### config.mk
export PLATFORM = sky130hd
export DESIGN_NAME = busdemux_top
export DESIGN_NICKNAME = d
export VERILOG_FILES = /design/src/rtl/busdemux_pkg.sv /design/src/rtl/busdemux_ctrl.sv /design/src/rtl/busdemux_dp.sv /design/src/rtl/busdemux_top.sv
export SDC_FILE = /design/constraint.sdc
export NUM_CORES = 1
export LEC_CHECK = 0
export ABC_AREA = 0
export CAP_MARGIN = 10
export CORE_MARGIN = 2
export CORE_UTILIZATION = 60
export CTS_CLUSTER_DIAMETER = 80
export CTS_CLUSTER_SIZE = 8
export DETAILED_ROUTE_END_ITERATION = 8
export DONT_BUFFER_PORTS = 1
export PLACE_DENSITY = 0.76
export SYNTH_ARGS = -nofsm -noshare
export SYNTH_HDL_FRONTEND = slang
export SYNTH_SLANG_ARGS = --single-unit
### constraint.sdc
create_clock -name clk -period 1.9 [get_ports clk]
set_input_delay 0.57 -clock clk [delete_from_list [all_inputs] [get_ports clk]]
set_output_delay 0.57 -clock clk [all_outputs]
set_load 0.05 [all_outputs]
### src/rtl/busdemux_pkg.sv
package busdemux_pkg;

  // Which kind of transfer the data half of the E cycle is carrying
  typedef enum logic [1:0] {
    PH_IDLE  = 2'd0,
    PH_READ  = 2'd1,
    PH_WRITE = 2'd2
  } busPhase_t;

  // Strobes from the control to the datapath
  typedef struct packed {
    logic latchAddr;  // capture {addrHi, adIn} as the cycle address
    logic loadWrite;  // capture adIn as write data
    logic loadRead;   // capture memory data for the bus
  } dpCtl_t;

endpackage

### src/rtl/busdemux_ctrl.sv
module busdemux_ctrl
  import busdemux_pkg::*;
(
  input  logic   clk,
  input  logic   rstN,
  input  logic   eClk,
  input  logic   addrStrobe,
  input  logic   rwN,
  output dpCtl_t dpCtl,
  output logic   weN,
  output logic   oeN,
  output logic   adDrive,
  output logic   memDrive
);

  busPhase_t phaseQ;
  busPhase_t phaseD;

  // The direction is fixed on entry to the high phase and then kept.
  always_comb begin
    phaseD = phaseQ;
    if (!eClk) begin
      phaseD = PH_IDLE;
    end else if (phaseQ == PH_IDLE) begin
      phaseD = rwN ? PH_READ : PH_WRITE;
    end
  end

  always_ff @(posedge clk or negedge rstN) begin
    if (!rstN) begin
      phaseQ <= PH_IDLE;
    end else begin
      phaseQ <= phaseD;
    end
  end

  // The strobes decode from a registered state, so they are glitch free.
  assign oeN      = (phaseQ != PH_READ);
  assign weN      = (phaseQ != PH_WRITE);
  assign adDrive  = (phaseQ == PH_READ);
  assign memDrive = (phaseQ == PH_WRITE);

  assign dpCtl.latchAddr = addrStrobe && !eClk;
  assign dpCtl.loadWrite = (phaseD == PH_WRITE);
  assign dpCtl.loadRead  = (phaseQ == PH_READ);

  AST_STROBE_EXCL: assert property (@(posedge clk) disable iff (!rstN)
    !(!weN && !oeN) && !(adDrive && memDrive));

  AST_STROBE_IN_HIGH: assert property (@(posedge clk) disable iff (!rstN)
    (!weN || !oeN || adDrive || memDrive) |-> $past(eClk));

  AST_RELEASE_ON_FALL: assert property (@(posedge clk) disable iff (!rstN)
    !$past(eClk) |-> (weN && oeN && !adDrive && !memDrive));

  AST_READ_KEEPS_DIR: assert property (@(posedge clk) disable iff (!rstN)
    (!oeN && eClk) |=> (!oeN && weN));

  AST_WRITE_KEEPS_DIR: assert property (@(posedge clk) disable iff (!rstN)
    (!weN && eClk) |=> (!weN && oeN));

endmodule

### src/rtl/busdemux_dp.sv
module busdemux_dp
  import busdemux_pkg::*;
#(
  parameter int HI_W = 8,
  parameter int AD_W = 8
) (
  input  logic              clk,
  input  logic              rstN,
  input  dpCtl_t            dpCtl,
  input  logic [HI_W-1:0]   addrHi,
  input  logic [AD_W-1:0]   adIn,
  input  logic [AD_W-1:0]   memDataIn,
  output logic [HI_W+AD_W-1:0] addr,
  output logic [AD_W-1:0]   memDataOut,
  output logic [AD_W-1:0]   adOut
);

  localparam int ADDR_W = HI_W + AD_W;

  logic [ADDR_W-1:0] addrQ;
  logic [AD_W-1:0]   wrQ;
  logic [AD_W-1:0]   rdQ;
  logic              postRst;

  always_ff @(posedge clk or negedge rstN) begin
    if (!rstN) begin
      addrQ   <= '0;
      wrQ     <= '0;
      rdQ     <= '0;
      postRst <= 1'b0;
    end else begin
      postRst <= 1'b1;
      if (dpCtl.latchAddr) addrQ <= {addrHi, adIn};
      if (dpCtl.loadWrite) wrQ   <= adIn;
      if (dpCtl.loadRead)  rdQ   <= memDataIn;
    end
  end

  assign addr       = addrQ;
  assign memDataOut = wrQ;
  assign adOut      = rdQ;

  AST_ADDR_LOAD: assert property (@(posedge clk) disable iff (!rstN)
    (postRst && $past(dpCtl.latchAddr)) |-> (addr == $past({addrHi, adIn})));

  AST_ADDR_HOLD: assert property (@(posedge clk) disable iff (!rstN)
    (postRst && !$past(dpCtl.latchAddr)) |-> $stable(addr));

endmodule

### src/rtl/busdemux_top.sv
module busdemux_top
  import busdemux_pkg::*;
#(
  parameter int HI_W = 8,
  parameter int AD_W = 8
) (
  input  logic                 clk,
  input  logic                 rstN,
  input  logic                 eClk,
  input  logic                 addrStrobe,
  input  logic                 rwN,
  input  logic [HI_W-1:0]      addrHi,
  input  logic [AD_W-1:0]      adIn,
  output logic [AD_W-1:0]      adOut,
  output logic                 adDrive,
  output logic [HI_W+AD_W-1:0] addr,
  output logic                 weN,
  output logic                 oeN,
  input  logic [AD_W-1:0]      memDataIn,
  output logic [AD_W-1:0]      memDataOut,
  output logic                 memDrive
);

  dpCtl_t dpCtl;

  busdemux_ctrl uCtrl (
    .clk       (clk),
    .rstN      (rstN),
    .eClk      (eClk),
    .addrStrobe(addrStrobe),
    .rwN       (rwN),
    .dpCtl     (dpCtl),
    .weN       (weN),
    .oeN       (oeN),
    .adDrive   (adDrive),
    .memDrive  (memDrive)
  );

  busdemux_dp #(.HI_W(HI_W), .AD_W(AD_W)) uDp (
    .clk       (clk),
    .rstN      (rstN),
    .dpCtl     (dpCtl),
    .addrHi    (addrHi),
    .adIn      (adIn),
    .memDataIn (memDataIn),
    .addr      (addr),
    .memDataOut(memDataOut),
    .adOut     (adOut)
  );

endmodule

==> results.toml, run 1 <==
[status]
status = "complete, no violations"

[min_path]
hp-class = "input port to async pin"

[sta]
report.final.slew_viol_count = 0
fmax_mhz = 567
min_period_ns = 1.77
hold_ws_ns = 0.0481
fin_crit_sh_pct = 92.9
rsz0062_at_grt = "false"
relSlewSlack_pct = 66.4
finalHoldViolCount = 0
fin_skew_ns = 0.00829
setup_tns_ns = 0
worstMarginPinSlew_ns = 0.505
setup_viol = 0

[setup_path]
crit_chain = "nor2b_4 -> inv_1 -> buf_4"
crit_family = "flip-flops"
slowest_delay_ns = 0.41
cp-start-kind = "register"
crit_buf_inv = 2
arrival_ns = 1.20
setup.worst_path.end_class = "primary output"
rr_startpoint = "uCtrl.phaseQ[1]"
required_ns = 1.33
cp_slowest_cell = "dfrtp_1"
cp_max_fo = 5
reg2regPathDepth = 3
r2r_end = "uDp.memDataOut[0]"
path_class = "register to primary output"
rrSetupSlack_ns = 0.32

[synth]
synth_edf_count = 0
synth_common_cells = "dfrtp_1 (34), mux2_1 (19), mux2_4 (8)"
synth.distinct_cells = 12
ys_warn_count = 0
yosysSeqAreaShare_pct = 64.1
synth_fp_nets = 109
synth_area_leaders = "dfrtp_1 (64%), mux2_1 (16%), mux2_4 (9.0%), mux2_2 (4.2%), nor2b_1 (1.4%)"
ys_seq_elements = 34
synthCells = 80
synth-async-reset-ratio_pct = 100
yosys.area.top_type_share_pct = 64.1
synthFlopType = "dfrtp_1"
yosysMostFrequentCell = "dfrtp_1"
netlist_area_sq_um = 1330
syn_area_per_cell_sq_um = 16.6
yosys.area.top_type = "dfrtp_1"

[die]
chipHeight_um = 51.0
rows = 17
coreArea_sq_um = 2150
die-width_um = 51.0
die_area_sq_um = 2600
io_pins = 65
start_util_pct = 61.8

[power]
p_clk_share_pct = 20.1
combPwrFrac_pct = 11.0
power_frac_seq_pct = 68.9
p_leak_uw = 0.000671
p_int_uw = 1160
ir_worst_vdd_uv = 817
p_per_area_nw_per_um2 = 1390
swShare_pct = 43.0
p_sw_uw = 873

[cts]
cts_tree = "done"
clk_pin_slew_worst_paths_ns = 0.10
clkSinkCount = 34
clockRootBuffer = "clkbuf_4"
numCtsBuffers = 5
h-tree-depth = 2
cts_buffer_depth = 2
cts_setup_buffers = 0
clk_latency_ns = 0.33

[global_routing]
antenna_found_initial = 0
grt_pass1_wl_um = 3040
grt_overflow = 0
first_global_vias = 670
grt_start_max_net_pins = 35
grt_usage_pct = 17.6

[final_layout]
fillers = 149
areaGrowthSynthToFinish_pct = 10.4
drive_gt1_share_pct = 30.0
finalNetCount = 118
diodes = 0

[drt]
drtIter0Drc = 1
ant_nets = 0
vias = 668
drc = 0
via_per_inst = 5.66
dr.pass1.iters = 3
drt-wirelength-per-cell_um = 17.0
wl_um = 2010

[run]
drv_cap = 0

[place]
gp_congestion = 0.633
port_buffers = 0
## registers in the layout (all words and copies together) (netlist names)
name and count:
uDp.addr 16, uDp.adOut 8, uDp.memDataOut 8, uCtrl.phaseQ 2
## per-stage QoR
stage / instance area [sq um] / worst slack [ns] / util [%] / power [uW] / std cells
global placement: 1380 / 0.138 / 64.1 / 1610 / 109
finish: 1470 / 0.135 / 68.2 / 2030 / 118
global route: 1470 / 0.0546 / 68.2 / 2110 / 118
floorplan: 1330 / 0.0970 / - / 1570 / 80
CTS: 1460 / 0.0403 / 67.8 / 2050 / 118
detailed placement: 1380 / 0.110 / 64.1 / 1620 / 109
## cell families after synthesis
family | count (synthesis) | synth area share [%]
DFF | 34 | 64.1
muxes | 32 | 29.4
and+or+nand+nor | 6 | 2.83
buffers and inverters | 6 | 2.54
AOI/OAI and AO/OA | 2 | 1.13
## cell usage in the layout (no fill, tap or decap)
| master | synthesis | routed |
|---|---|---|
| buf_12 | 0 | 1 |
| buf_4 | 0 | 4 |
| buf_6 | 1 | 1 |
| clkbuf_1 | 0 | 1 |
| clkbuf_4 | 0 | 5 |
| clkbuf_8 | 0 | 1 |
| clkinv_2 | 0 | 1 |
| dfrtp_1 | 34 | 34 |
| inv_1 | 2 | 2 |
| mux2_1 | 19 | 19 |
| mux2_2 | 5 | 5 |
| mux2_4 | 8 | 8 |
| nand2b_1 | 1 | 1 |
| nor2_1 | 1 | 1 |
| nor2b_1 | 3 | 2 |
| nor2b_4 | 0 | 1 |
| o21a_1 | 2 | 2 |
| or3b_1 | 1 | 1 |
## layout make-up
cell class	instances	area, sq um	area share (%)
Clock buffer	7	55.1	3.76
Clock inverter	1	5.00	0.342
Inverter	2	7.51	0.512
Multi-Input combinational cell	40	450	30.7
Sequential cell	34	851	58.1
Tap cell	28	35.0	2.39
Timing Repair Buffer	6	61.3	4.18
## how the worst max path moves through the flow
stage,startpoint,endpoint,depth (start not counted)
after global placement,rwN,uDp.memDataOut[4],3
final,uCtrl.phaseQ[0],oeN,3
after detailed placement,rwN,uDp.memDataOut[5],3
after floorplan,uCtrl.phaseQ[0],memDrive,2
after CTS,uCtrl.phaseQ[0],adDrive,2
after global routing,uCtrl.phaseQ[0],oeN,3
## power by group through the flow
stage / Clock (uW) / Sequential (uW) / Combinational [uW]
finish: 407 / 1400 / 224
global route: 451 / 1410 / 244
CTS: 422 / 1400 / 227
detailed placement: 0 / 1410 / 209
global placement: 0 / 1410 / 199
floorplan: 0 / 1390 / 183
## layer usage
metal | wire, um | share of wire, % | GRT usage [%] | up-vias
met3 | 204 | 10 | 7.60 | 5
met4 | 48 | 2.4 | 16.2 | 0
met2 | 1000 | 50 | 26.0 | 42
met1 | 749 | 37 | 18.7 | 326
met5 | 0 | 0 | 0 | -
li1 | - | - | - | 295
## timing repair
action	in CTS	in global routing
setup endpoints to repair	0	1
endpoints found under the hold margin	34	0
resized for setup	0	2
hold buffers	1	0
No activity file was read; power rests on OpenSTA's default activity.
==> run 2: changes to the inputs <==
- ABC_AREA: 0 -> 1
==> results.toml, run 2 <==
[place]
place_inst = 174
port_buffers = 0
gp_congestion = 0.757
hpwl_um = 1970

[drt]
wl_met2_um = 1420
ant_nets = 0
drtIter0Drc = 31
via_per_inst = 5.74
drc = 0
wl_um = 2810
highest_layer = "met4"
dr.pass1.iters = 4
wl_met1_um = 1070
wl_met3_um = 267
drt-wirelength-per-cell_um = 15.4
vias = 1051

[power]
p_per_area_nw_per_um2 = 1370
design_power_total_uw = 2040
ir_worst_vdd_uv = 918
p_leak_uw = 0.000796

[global_routing]
antenna_found_initial = 0
grt_pass1_wl_um = 4490
grt_usage_pct = 23.2
grt_start_max_net_pins = 35
grt_overflow = 0
first_global_vias = 1046

[final_layout]
final_cell_mix = "nand2_1 (73), dfrtp_1 (34), nand3_1 (16), nand4_1 (8), clkbuf_4 (5)"
largest_register_ffs = 16
final_common_cell = "nand2_1"
diodes = 0
finalNetCount = 183
stdcell_count = 183
areaGrowthSynthToFinish_pct = 6.08
fin_util_pct = 67.1
drive_gt1_share_pct = 11.6

[cts]
clockRootBuffer = "clkbuf_4"
clk_pin_slew_worst_paths_ns = 0.10
cts_buffer_depth = 2
h-tree-depth = 2
numCtsBuffers = 5
clkSinkCount = 34
cts_setup_buffers = 0
cts_tree = "done"
clk_latency_ns = 0.33

[run]
drv_cap = 0

[synth]
synth_common_cells = "nand2_1 (73), dfrtp_1 (34), nand3_1 (16)"
yosys.area.top_type_share_pct = 60.8
synth_edf_count = 0
synth-async-reset-ratio_pct = 100
synth.distinct_cells = 14
netlist_area_sq_um = 1400
yosysMostFrequentCell = "nand2_1"
syn_area_per_cell_sq_um = 9.26
synthFlopType = "dfrtp_1"
ys_seq_elements = 34
synth_fp_nets = 180
yosysSeqAreaShare_pct = 60.8
yosys.area.top_type = "dfrtp_1"
synthCells = 151
ys_warn_count = 0
synth_area_leaders = "dfrtp_1 (61%), nand2_1 (20%), nand3_1 (5.7%), nand4_1 (3.6%), buf_4 (2.7%)"

[sta]
setup_viol = 0
fmax_mhz = 552
fin_skew_ns = 0.00928
report.final.slew_viol_count = 0
rsz0062_at_grt = "true"
fin_crit_sh_pct = 95.4
hold_ws_ns = 0.0524
finalHoldViolCount = 0
setup_tns_ns = 0
relSlewSlack_pct = 67.2
min_period_ns = 1.81
worstMarginPinSlew_ns = 0.492

[die]
die-width_um = 52.3
io_pins = 65
die_area_sq_um = 2730
rows = 17
chipHeight_um = 52.3
start_util_pct = 63.2
coreArea_sq_um = 2210

[setup_path]
cp_max_fo = 11
arrival_ns = 1.24
path_class = "register to primary output"
crit_family = "buffers and inverters"
cp-start-kind = "register"
slowest_delay_ns = 0.38
cp_slowest_cell = "dfrtp_1"
required_ns = 1.33
setup.worst_path.end_class = "primary output"
rrSetupSlack_ns = 0.64
crit_buf_inv = 2
crit_chain = "inv_2 -> nor2_2 -> clkinv_2"

[min_path]
hp-class = "input port to async pin"

[status]
status = "complete, no violations"
==> run 2: changes by cell type in the layout (fill, tap and decap cells not counted), sizes merged, moves of 2 or more <==
cell   before  now
o21a        2    0
nor2b       3    0
nand2       0   75
inv         2    4
nand4       0    8
mux2       32    0
nand3       0   17
buf         6    4
nor2        1    3
==> run 2: layout make-up <==
type	count	area, sq um
Multi-Input combinational cell	104	460
Sequential cell	34	851
Timing Repair Buffer	4	42.5
Tap cell	28	35.0
Clock buffer	7	45.0
Clock inverter	1	30.0
Fill cell	186	728
Inverter	5	20.0
==> run 2: logic make-up after synthesis <==
family,Yosys count,synth area share (%)
buffers and inverters,13,6.44
AOI/OAI and AO/OA,1,0.357
and+or+nand+nor,103,32.4
DFF,34,60.8
==> run 2: timing repair <==
| item | CTS | global route |
|---|---|---|
| setup endpoints to repair | 0 | 2 |
| gates resized for setup | 0 | 1 |
| hold buffers | 1 | 0 |
| endpoints found under the hold margin | 34 | 0 |
==> run 2: stage by stage <==
stage	instance area [sq um]	setup WS, ns
after floorplan	1400	0.115
after global placement	1390	0.454
after detailed placement	1390	0.418
after CTS	1480	0.0406
after global routing	1480	-0.0209
final	1480	0.0871
==> run 2: layer usage <==
| layer | up-vias | track usage [%] |
|---|---|---|
| met1 | 491 | 27.1 |
| met4 | 0 | 11.5 |
| met5 | - | 0 |
| met2 | 62 | 37.9 |
| li1 | 490 | - |
| met3 | 8 | 8.00 |
==> run 2: power by group <==
part | internal, uW | switching (uW) | leakage [uW] | total [uW]
Combinational | 67.5 | 141 | 0.000335 | 208
Clock | 279 | 235 | 0.0000395 | 514
Sequential | 831 | 486 | 0.000421 | 1320
Total | 1180 | 862 | 0.000796 | 2040
==> run 2: worst paths after layout <==
check | startpoint | end | cells after the start
max | uCtrl.phaseQ[0] | oeN | 3
min | rstN | uDp.memDataOut[0] | 1
max reg2reg | uCtrl.phaseQ[0] | uDp.adOut[6] | 5
min reg2reg | uCtrl.phaseQ[0] | uDp.memDataOut[1] | 3
max in group asynchronous | rstN | uCtrl.phaseQ[1] | 1
min in group clk | eClk | uCtrl.phaseQ[1] | 2
==> run 3: changes to the inputs <==
- MAX_ROUTING_LAYER: default -> met4
==> results.toml, run 3 (synthesis results as in run 2) <==
[place]
port_buffers = 0
placed_area_sq_um = 1390
hpwl_um = 1970
gp_congestion = 0.767

[cts]
clk_pin_slew_worst_paths_ns = 0.10
numCtsBuffers = 5
clk_latency_ns = 0.33
cts_buffer_depth = 2
clkSinkCount = 34
h-tree-depth = 2
cts_tree = "done"
clockRootBuffer = "clkbuf_4"

[min_path]
hp-class = "input port to async pin"

[global_routing]
grt_overflow = 0
grt_start_max_net_pins = 35
grt_usage_pct = 23.9
first_global_vias = 1045
grt_pass1_wl_um = 4500
antenna_found_initial = 0

[final_layout]
largest_register_ffs = 16
drive_gt1_share_pct = 11.6
areaGrowthSynthToFinish_pct = 6.08
final_cell_mix = "nand2_1 (73), dfrtp_1 (34), nand3_1 (16), nand4_1 (8), clkbuf_4 (5)"
final_common_cell = "nand2_1"
diodes = 0
final_area_sq_um = 1480
multi_input_area_sq_um = 460
finalNetCount = 183
fillers = 186
regArea_sq_um = 851

[setup_path]
setup.worst_path.end_class = "primary output"
cp_max_fo = 11
crit_buf_inv = 2
cp-start-kind = "register"
required_ns = 1.33
crit_chain = "inv_2 -> nor2_2 -> clkinv_2"
cp_slowest_cell = "dfrtp_1"
arrival_ns = 1.24
path_class = "register to primary output"
slowest_delay_ns = 0.38
crit_family = "buffers and inverters"

[sta]
hold_ws_ns = 0.0523
fmax_mhz = 552
report.final.slew_viol_count = 0
min_period_ns = 1.81
fin_skew_ns = 0.00928
rsz0062_at_grt = "true"
worstMarginPinSlew_ns = 0.492
setup_viol = 0
fin_crit_sh_pct = 95.4
relSlewSlack_pct = 67.2
finalHoldViolCount = 0

[die]
coreArea_sq_um = 2210
die_area_sq_um = 2730
rows = 17
chipHeight_um = 52.3
io_pins = 65
die-width_um = 52.3
start_util_pct = 63.2

[power]
ir_worst_vdd_uv = 918
p_leak_uw = 0.000796
p_per_area_nw_per_um2 = 1370

[drt]
dr.pass1.iters = 4
drtIter0Drc = 35
ant_nets = 0
wl_um = 2810
drc = 0
drt-wirelength-per-cell_um = 15.3
vias = 1050
via_per_inst = 5.74

[run]
drv_cap = 0

[status]
status = "complete, no violations"
run 3: cell counts in the layout (fill, tap and decap cells not counted):
Identical to the previous run, type by type.
run 3: final timing paths:
| check | slack [ns] | startpoint | cells after the start | end |
|---|---|---|---|---|
| worst max-delay path | 0.09 | uCtrl.phaseQ[0] | 3 | oeN |
| worst min-delay path | 0.05 | rstN | 1 | uDp.memDataOut[0] |
| worst max register to register | 0.64 | uCtrl.phaseQ[0] | 5 | uDp.adOut[6] |
| worst min register to register | 0.67 | uCtrl.phaseQ[0] | 3 | uDp.memDataOut[1] |
| max in group asynchronous | 1.68 | rstN | 1 | uCtrl.phaseQ[1] |
| min in group clk | 0.35 | eClk | 2 | uCtrl.phaseQ[1] |
run 3: layout make-up:
type                       count  share of cell area (%)
sequential                    34                    57.3
multi-input combinational    104                    31.0
clock buffer                   7                    3.04
timing repair buffer           4                    2.87
tap                           28                    2.36
clock inverter                 1                    2.02
inverter                       5                    1.35
run 3: routing by layer:
layer  share of wire (%)  up-vias  GRT usage (%)
met5                   0        -              -
met4                 2.1        0           11.5
met3                 9.2        8           8.00
met2                  50       62           37.9
met1                  38      490           27.1
li1                    -      490              -
run 3: what timing repair did:
item / CTS / global route
endpoints found under the hold margin: 34 / 0
endpoints found under the setup margin: 0 / 2
hold buffers: 1 / 0
buffers inserted: 0 / 0
resized for setup: 0 / 1
run 3: power by group:
part	leakage, uW	switching, uW	total (uW)	internal, uW
clock network	0.0000395	235	514	279
logic	0.000335	141	208	67.5
registers	0.000421	486	1320	831
total	0.000796	861	2040	1180
run 3: through the flow:
stage	setup WS, ns	instances	power, uW	utilization [%]	setup TNS, ns
finish	0.0872	183	2040	67.1	0
CTS	0.0406	183	2060	67.0	0
floorplan	0.115	151	1490	-	0
global route	-0.0209	183	2130	67.1	-0.0418
detailed placement	0.418	174	1530	62.7	0
global placement	0.454	174	1510	62.7	0
